### src/rtl/ts_snap_pkg.sv
package ts_snap_pkg;

    // register addresses
    localparam logic [1:0] ADDR_STATUS  = 2'd0;
    localparam logic [1:0] ADDR_TIME_LO = 2'd1;
    localparam logic [1:0] ADDR_TIME_HI = 2'd2;

    // status field positions
    localparam int ST_LEVEL_LSB = 0;
    localparam int ST_LEVEL_W   = 8;
    localparam int ST_OVF_BIT   = 8;
    localparam int ST_TAG_LSB   = 16;

    localparam int REG_W = 32;

endpackage

### src/rtl/ts_trig_edge.sv
module ts_trig_edge #(
    parameter int SYNC_STAGES = 2
) (
    input  logic clk_i,
    input  logic rst_ni,
    input  logic trig_i,
    output logic rise_o
);

    typedef struct packed {
        logic [SYNC_STAGES-1:0] sync;
        logic                   prev;
    } edge_st_t;

    edge_st_t s_d, s_q;

    generate
        if (SYNC_STAGES == 1) begin : g_one
            always_comb begin
                s_d      = s_q;
                s_d.sync = trig_i;
                s_d.prev = s_q.sync[0];
            end
        end else begin : g_chain
            always_comb begin
                s_d      = s_q;
                s_d.sync = {s_q.sync[SYNC_STAGES-2:0], trig_i};
                s_d.prev = s_q.sync[SYNC_STAGES-1];
            end
        end
    endgenerate

    always_ff @(posedge clk_i or negedge rst_ni) begin
        if (!rst_ni) begin
            s_q <= '0;
        end else begin
            s_q <= s_d;
        end
    end

    assign rise_o = s_q.sync[SYNC_STAGES-1] & ~s_q.prev;

endmodule

### src/rtl/ts_snap_fifo.sv
module ts_snap_fifo #(
    parameter int DEPTH  = 16,
    parameter int DATA_W = 66,
    localparam int PTR_W = (DEPTH > 1) ? $clog2(DEPTH) : 1,
    localparam int CNT_W = $clog2(DEPTH + 1)
) (
    input  logic              clk_i,
    input  logic              rst_ni,
    input  logic              push_i,
    input  logic [DATA_W-1:0] push_data_i,
    input  logic              pop_i,
    output logic [DATA_W-1:0] head_o,
    output logic [CNT_W-1:0]  level_o,
    output logic              full_o,
    output logic              empty_o
);

    localparam logic [CNT_W-1:0] FULL_CNT = CNT_W'(DEPTH);
    localparam logic [PTR_W-1:0] LAST_PTR = PTR_W'(DEPTH - 1);

    typedef struct packed {
        logic [PTR_W-1:0] wr;
        logic [PTR_W-1:0] rd;
        logic [CNT_W-1:0] cnt;
    } fifo_st_t;

    fifo_st_t         s_d, s_q;
    logic             do_push, do_pop;
    logic [DATA_W-1:0] mem_q [DEPTH];

    always_comb begin
        s_d     = s_q;
        full_o  = (s_q.cnt == FULL_CNT);
        empty_o = (s_q.cnt == '0);
        do_push = push_i & ~full_o;
        do_pop  = pop_i & ~empty_o;
        if (do_push) begin
            s_d.wr = (s_q.wr == LAST_PTR) ? '0 : s_q.wr + 1'b1;
        end
        if (do_pop) begin
            s_d.rd = (s_q.rd == LAST_PTR) ? '0 : s_q.rd + 1'b1;
        end
        case ({do_push, do_pop})
            2'b10:   s_d.cnt = s_q.cnt + 1'b1;
            2'b01:   s_d.cnt = s_q.cnt - 1'b1;
            default: s_d.cnt = s_q.cnt;
        endcase
    end

    always_ff @(posedge clk_i or negedge rst_ni) begin
        if (!rst_ni) begin
            s_q <= '0;
        end else begin
            s_q <= s_d;
        end
    end

    always_ff @(posedge clk_i) begin
        if (do_push) begin
            mem_q[s_q.wr] <= push_data_i;
        end
    end

    assign head_o  = mem_q[s_q.rd];
    assign level_o = s_q.cnt;

endmodule

### src/rtl/ts_snap_regs.sv
module ts_snap_regs
    import ts_snap_pkg::*;
#(
    parameter int TIME_W = 64,
    parameter int TAG_W  = 2,
    parameter int CNT_W  = 5
) (
    input  logic              clk_i,
    input  logic              rst_ni,
    input  logic              rd_en_i,
    input  logic [1:0]        rd_addr_i,
    input  logic [TIME_W-1:0] head_time_i,
    input  logic [TAG_W-1:0]  head_tag_i,
    input  logic [CNT_W-1:0]  level_i,
    input  logic              empty_i,
    input  logic              drop_i,
    output logic [REG_W-1:0]  rd_data_o,
    output logic              pop_o,
    output logic              ovf_o
);

    typedef struct packed {
        logic [REG_W-1:0] rd_data;
        logic             ovf;
    } reg_st_t;

    reg_st_t          s_d, s_q;
    logic [REG_W-1:0] status_w;

    always_comb begin
        s_d      = s_q;
        status_w = '0;
        status_w[ST_LEVEL_LSB +: CNT_W] = level_i;
        status_w[ST_OVF_BIT]            = s_q.ovf;
        status_w[ST_TAG_LSB +: TAG_W]   = empty_i ? '0 : head_tag_i;
        pop_o    = 1'b0;

        if (rd_en_i) begin
            case (rd_addr_i)
                ADDR_STATUS: begin
                    s_d.rd_data = status_w;
                    s_d.ovf     = 1'b0;
                end
                ADDR_TIME_LO: begin
                    s_d.rd_data = empty_i ? '0 : head_time_i[REG_W-1:0];
                end
                ADDR_TIME_HI: begin
                    s_d.rd_data = empty_i ? '0 : head_time_i[2*REG_W-1:REG_W];
                    pop_o       = ~empty_i;
                end
                default: s_d.rd_data = '0;
            endcase
        end
        // a drop on the same cycle as a status read keeps the flag set
        if (drop_i) begin
            s_d.ovf = 1'b1;
        end
    end

    always_ff @(posedge clk_i or negedge rst_ni) begin
        if (!rst_ni) begin
            s_q <= '0;
        end else begin
            s_q <= s_d;
        end
    end

    assign rd_data_o = s_q.rd_data;
    assign ovf_o     = s_q.ovf;

endmodule

### src/rtl/ts_snap_capture.sv
module ts_snap_capture
    import ts_snap_pkg::*;
#(
    parameter int TIME_W      = 64,
    parameter int DEPTH       = 16,
    parameter int TAG_W       = 2,
    parameter int SRC_ID      = 0,
    parameter int SYNC_STAGES = 2
) (
    input  logic              clk_i,
    input  logic              rst_ni,
    input  logic [TIME_W-1:0] sys_time_i,
    input  logic              trig_i,
    input  logic              rd_en_i,
    input  logic [1:0]        rd_addr_i,
    output logic [REG_W-1:0]  rd_data_o,
    output logic              irq_o
);

    localparam int ENTRY_W = TAG_W + TIME_W;
    localparam int CNT_W   = $clog2(DEPTH + 1);
    localparam logic [TAG_W-1:0] SRC_TAG = TAG_W'(SRC_ID);

    logic               rise;
    logic               pop;
    logic               ovf;
    logic               fifo_full;
    logic               fifo_empty;
    logic [CNT_W-1:0]   fifo_level;
    logic [ENTRY_W-1:0] entry_in;
    logic [ENTRY_W-1:0] entry_head;
    logic               drop;

    ts_trig_edge #(
        .SYNC_STAGES (SYNC_STAGES)
    ) u_edge (
        .clk_i  (clk_i),
        .rst_ni (rst_ni),
        .trig_i (trig_i),
        .rise_o (rise)
    );

    always_comb begin
        entry_in = {SRC_TAG, sys_time_i};
        drop     = rise & fifo_full;
    end

    ts_snap_fifo #(
        .DEPTH  (DEPTH),
        .DATA_W (ENTRY_W)
    ) u_fifo (
        .clk_i       (clk_i),
        .rst_ni      (rst_ni),
        .push_i      (rise),
        .push_data_i (entry_in),
        .pop_i       (pop),
        .head_o      (entry_head),
        .level_o     (fifo_level),
        .full_o      (fifo_full),
        .empty_o     (fifo_empty)
    );

    ts_snap_regs #(
        .TIME_W (TIME_W),
        .TAG_W  (TAG_W),
        .CNT_W  (CNT_W)
    ) u_regs (
        .clk_i       (clk_i),
        .rst_ni      (rst_ni),
        .rd_en_i     (rd_en_i),
        .rd_addr_i   (rd_addr_i),
        .head_time_i (entry_head[TIME_W-1:0]),
        .head_tag_i  (entry_head[ENTRY_W-1:TIME_W]),
        .level_i     (fifo_level),
        .empty_i     (fifo_empty),
        .drop_i      (drop),
        .rd_data_o   (rd_data_o),
        .pop_o       (pop),
        .ovf_o       (ovf)
    );

    assign irq_o = ~fifo_empty;

endmodule

### config.mk
export PLATFORM = sky130hd
export DESIGN_NAME = ts_snap_capture
export DESIGN_NICKNAME = d
export VERILOG_FILES = /design/src/rtl/ts_snap_pkg.sv /design/src/rtl/ts_trig_edge.sv /design/src/rtl/ts_snap_fifo.sv /design/src/rtl/ts_snap_regs.sv /design/src/rtl/ts_snap_capture.sv
export SDC_FILE = /design/constraint.sdc
export NUM_CORES = 1
export LEC_CHECK = 0
export BUFFER_PORTS_ARGS = -buffer_cell sky130_fd_sc_hd__buf_2
export CORE_UTILIZATION = 40
export DETAILED_ROUTE_END_ITERATION = 10
export SYNTH_ARGS = -nofsm -noshare
export SYNTH_HDL_FRONTEND = slang
export SYNTH_SLANG_ARGS = --single-unit
### constraint.sdc
create_clock -name clk_i -period 13.5 [get_ports clk_i]
set_input_delay 2.025 -clock clk_i [delete_from_list [all_inputs] [get_ports clk_i]]
set_output_delay 2.025 -clock clk_i [all_outputs]
set_load 0.01 [all_outputs]
== Word-level counts from Yosys, hierarchy flattened ==
Memories as Yosys holds them, arrays and structs flattened.
Cells that the tools add are included.
Storage, ports and cells
  flip-flop bits (word level): 49
  memory bits (writable): 1024
  input port bits: 70
  output and inout bits: 33
  word-level logic and storage cells: 46
  memories kept: 1
Cells by class
  $add $sub $neg: 4
  eq/ne operators: 7
  muxes and demuxes: 14
  bitwise operators: 7
  reduce and logical (&&, ||, !) cells: 6
Memories
  u_fifo.mem_q: depth 16, bits a word 64, read ports 1, clocked after memory_dff 0, write ports 1, line ts_snap_fifo.sv:29  | logic [DATA_W-1:0] mem_q [DEPTH];
Operators by type and width (number)
  32-bit case mux with 3 select lines: 1
  32-bit two-way mux: 2
  5-bit case mux with 2 select lines: 1
  4-bit by 1-bit adder with 4-bit output, second input constant: 2
  4-bit == test, second input constant: 2
  4-bit two-way mux: 2
  1-bit two-way mux: 7
  2-bit nonzero test: 3
  5-bit by 1-bit adder with 5-bit output, second input constant: 1
  5-bit == test, second input constant: 1
  5-bit logical NOT: 1
  5-bit by 1-bit subtractor with 5-bit output, second input constant: 1
  1-bit bitwise AND: 4
  2-bit by 1-bit == test with 1-bit output, second input constant: 2
  2-bit == test, second input constant: 2
  1-bit NOT: 3
  2-bit logical NOT: 1
  2-bit two-way mux: 1
  2-bit AND reduction: 1

== Logic depth before layout (Yosys ltp) ==
  depth after elaboration: 7
  gate-level depth with buffers: 13
  gate-level depth less buffers: 12

== By module ==
A second synthesis with hierarchy kept.
Second synthesis, totals
  cell total of the unflattened synthesis: 2025
  area total of the unflattened synthesis: 42889.9 um^2
By module, submodules not included
  ts_snap_fifo: times used 1, cells each 1857, area each 41114.4 um^2, seq. area each 32035.7 um^2
  ts_snap_regs: times used 1, cells each 161, area each 1672.9 um^2, seq. area each 825.8 um^2
  ts_trig_edge: times used 1, cells each 4, area each 88.8 um^2, seq. area each 75.1 um^2
  ts_snap_capture: times used 1, cells each 3, area each 13.8 um^2, seq. area each 0.0 um^2

== Worst setup path after synthesis ==
Ideal clock, no wire load.
  path kind: register to register
  start point: register u_fifo.s_q (netlist bit u_fifo.level_o[0])
  end point: memory u_fifo.mem_q[3][0] in the netlist's numbering (enable)
  setup time: 0.564 ns
  data arrival time: 5.541 ns
  required time: 12.936 ns
  slack: 7.395 ns
  stages on the path, launching flop included: 5
  buffers on the path: 0
  period minus slack after synthesis: 6.105 ns
  cells stage by stage: dfrtp_1 > nor4_4 > a21oi_1 > nand2_1 > nor3_1
Between the ends
  word-level cells in the longest chain between the ends: 5
Ends and longest elaborated chain
  start: declaration: line ts_snap_fifo.sv:27  | fifo_st_t s_d, s_q;
  start signal: assignment: line ts_snap_fifo.sv:52  | s_q <= '0;
  start signal: assignment: line ts_snap_fifo.sv:54  | s_q <= s_d;
  5-bit == test: line ts_snap_fifo.sv:33  | full_o = (s_q.cnt == FULL_CNT);
  1-bit NOT: line ts_snap_fifo.sv:35  | do_push = push_i & ~full_o;
  1-bit bitwise AND: line ts_snap_fifo.sv:35
  1-bit two-way mux: line ts_snap_fifo.sv:59  | if (do_push) begin
  1-bit two-way mux (not written as such): line ts_snap_fifo.sv:60  | mem_q[s_q.wr] <= push_data_i;
  end: declaration: line ts_snap_fifo.sv:29
No other way between the ends.

== Worst setup path after layout ==
  start point: register u_fifo.s_q (netlist bit u_fifo.level_o[1])
  end point: output irq_o
Between the ends
  word-level cells in the longest chain between the ends: 2
Ends and longest elaborated chain
  5-bit logical NOT: line ts_snap_fifo.sv:34  | empty_o = (s_q.cnt == '0);
  1-bit NOT: line ts_snap_capture.sv:82  | assign irq_o = ~fifo_empty;
  end: declaration: line ts_snap_capture.sv:17  | output logic irq_o
No other way between the ends.

==> metrics.md <==
| Metric | Value |
|---|---|
| Status | finished clean |
| Tot GR Track Use | 0.190 |
| Seq/Total Area, Yosys | 0.782 |
| Drt drc | 0 |
| Synth area leader | edfxtp_1 |
| Worst slew margin | 0.136 |
| Seq cells post-synth | 1073 |
| HP Class | reg -> reg |
| Crit Path Class | reg -> out |
| Worst EP arrival | 2.34 ns |
| Slowest stage cell, crit path | nor4_4 |
| Synth async-reset ratio | 0.0457 |
| H-tree level count | 3 |
| Area contributors post-synth | edfxtp_1, mux4_2, dfrtp_1 |
| Cts hold-fix bufs | 0 |
| Post-Syn Area per Cell | 22.0 um2 |
| Root Driver | clkbuf_16 |
| Largest net degree at the start of global routing | 110 |
| GP Congestion | 0.764 |
| CTS tree | built |
| Clock buffer depth | 3 |
| RSZ-0062 raised after global routing | false |
| Peak VDD IR | 0.000152 V |
| Setup violators final | 0 |
| Die area | 104000 um2 |
| Starting density of the core | 0.406 |
| Clock Sink Count | 1073 |
| Dpl hpwl | 51400 um |
| Crit path max-delay family | simple AND/OR/NAND/NOR gates |
| TNS Setup | 0 ns |
| DRT antenna net count | 0 |
| Final Power | 0.00903 W |
| Final layout net count | 2090 |
| Unique masters post-synth | 46 |
| Largest stage delay on the critical path | 0.59 ns |
| Num ports | 103 |
| Commonest cells in the netlist | edfxtp_1, mux4_2, nand2_1 |
| Place WS | 9.08 ns |
| Final hold viol count | 0 |
| Routed length per instance | 28.1 um |
| Initial antenna violation count | 19 |
| Vias in the first global route | 20.5k |
| Final period util | 0.323 |
| Cell Rows | 116 |
| Height of the die | 322 um |
| Vias per cell | 5.60 |
| Yosys warns | 0 |
| Router iterations before antenna repair | 5 |
| Lkg Pwr | 14.9 nW |
| EDFF count, synth | 1024 |
| Max Fclk | 0.229 GHz |
| Most frequent cell after synthesis | edfxtp_1 |
| Final Max Tran Viols | 0 |
| Worst-path clk slew | 0.06 ns |
| Yosys top cell area share | 0.752 |
| Setup Buffers After CTS | 0 |
| Critical path launch point type | register |
| MaxCap Viol Count | 0 |
| Post-cts gate resize count | 0 |
| Area grow syn2layout | 13.9% |
| Pwr dens | 194 nW/um2 |
| IO Port Bufs | 102 |
| Register Area | 32000 um2 |
| Final WL | 97300 um |
| Initial DRC count | 1693 |
| Transition time of the tightest slew-check pin | 1.29 ns |
| Post-layout min period | 4.36 ns |
| Post-Syn Nets | 1936 |
| Mapped cell area | 40900 um2 |
| Fill cells | 8344 |
| DR vias | 19.4k |
| Critical path capture point type | output pin |
| Post-Synthesis Cells | 1856 |
| Top FF cell, synth | edfxtp_1 |
| Crit path max fanout | 5 |
| CP required | 11.48 ns |
| Global-route wire length before repair | 142000 um |
| Crit-path cells | nor4_4 > nand2_1 > buf_2 |
| Remaining global-route overflow | 0 |
| Die W | 322 um |
| Share of cells above drive strength 1 | 0.276 |
| Core Box Area | 101000 um2 |
| Clk_lat worst skew | 0.69 ns |
| CTS Buf Count | 107 |
| Fin Clk Skew | 0.0218 ns |
| Setup ws final | 9.14 ns |
| Multi-input logic area | 8450 um2 |
| CP Buf/Inv Count | 1 |
## path summary, 6_finish.rpt
| kind | start | end | slack, ns | depth (start not counted) |
|---|---|---|---|---|
| worst max-delay path | u_fifo.level_o[1]$_DFFE_PN0P_ | irq_o | 9.14 | 3 |
| worst min-delay path | u_edge.s_d[2]$_DFF_PN0_ | u_edge.s_d[0]$_DFF_PN0_ | 0.35 | 0 |
| worst max register to register | u_fifo.s_q[6]$_DFFE_PN0P_ | u_regs.rd_data_o[4]$_DFFE_PN0P_ | 9.49 | 6 |
| worst min register to register | u_edge.s_d[2]$_DFF_PN0_ | u_edge.s_d[0]$_DFF_PN0_ | 0.35 | 0 |
| max in group asynchronous | rst_ni | u_fifo.s_q[7]$_DFFE_PN0P_ | 11.29 | 1 |
| min in group asynchronous | rst_ni | u_regs.rd_data_o[19]$_DFFE_PN0P_ | 1.47 | 1 |
## sequential cells by signal (all words and copies together), names as in the netlist
signal / flops
u_fifo.mem_q: 1024
u_regs.rd_data_o: 32
u_fifo.s_q: 8
u_fifo.level_o: 5
u_edge.s_d: 2
u_edge.s_q: 1
u_regs.ovf_o: 1
## logic make-up (layout without fill, tap and decap cells)
logic type      after synthesis  in the layout  synth area share
flops                      1073           1073             0.782
mux                         311            311             0.150
compound gates              175            175            0.0314
simple gates                169            169            0.0179
buf+inv                     112            361            0.0146
fa+ha+maj                    10             10           0.00324
xor+xnor                      6              6           0.00129
other cells                   0              4                 0
## routing by layer
metal  wire (um)  track usage  share of wire
met5         169            0         0.0017
met4        1920       0.0523          0.020
met3        7400       0.0429          0.076
met2       48700        0.319           0.50
met1       39000        0.249           0.40
## metrics by stage
stage / cells / utilization / area (um2) / hold slack, ns
5_1_grt: 3463 / 0.463 / 46600 / 0.359
4_1_cts: 3462 / 0.462 / 46600 / 0.349
6_report: 3466 / 0.463 / 46600 / 0.349
3_3_place_gp: 3258 / 0.427 / 43000 / 0.335
2_1_floorplan: 1856 / - / 40900 / 0.331
3_5_place_dp: 3258 / 0.427 / 43000 / 0.335
## worst reg2reg max path: stages, from the launching register on
cell	delay [ns]
dfrtp_4	0.98
buf_12	0.67
buf_4	0.92
mux4_2	0.63
mux4_2	0.53
nand2_1	0.09
nand3_1	0.07
## final cells by class
cell class | count | share of cell area
clock buffers | 149 | 0.0641
diodes | 4 | 0.000215
repair buffers | 144 | 0.0180
multi-input cells | 671 | 0.181
flip-flops and latches | 1073 | 0.687
inverters | 13 | 0.00105
clock inverters | 55 | 0.0123
well taps | 1357 | 0.0364
## layout by cell type (no fill, tap or decap), types with 11 or more instances in the layout
cell          n
edfxtp_1   1024
mux4_2      240
nand2_1     110
clkbuf_16   107
buf_2       101
mux2i_1      67
dfrtp_1      45
buf_4        42
o22ai_1      39
a22oi_1      37
clkbuf_1     27
a21oi_1      18
o211ai_1     18
clkinv_2     17
a221oi_1     15
clkbuf_8     15
nor3_1       14
nor2_4       12
a32o_1       12
a211o_1      12
clkinv_1     12
inv_1        11
## power breakdown
part	internal [W]	switching, W	leakage [nW]
sequential	0.00386	0.000234	9.84
combinational	0.000909	0.00106	3.29
clock	0.00171	0.00126	1.73
total	0.00647	0.00256	14.9
Power figures use the tool's default switching activity.
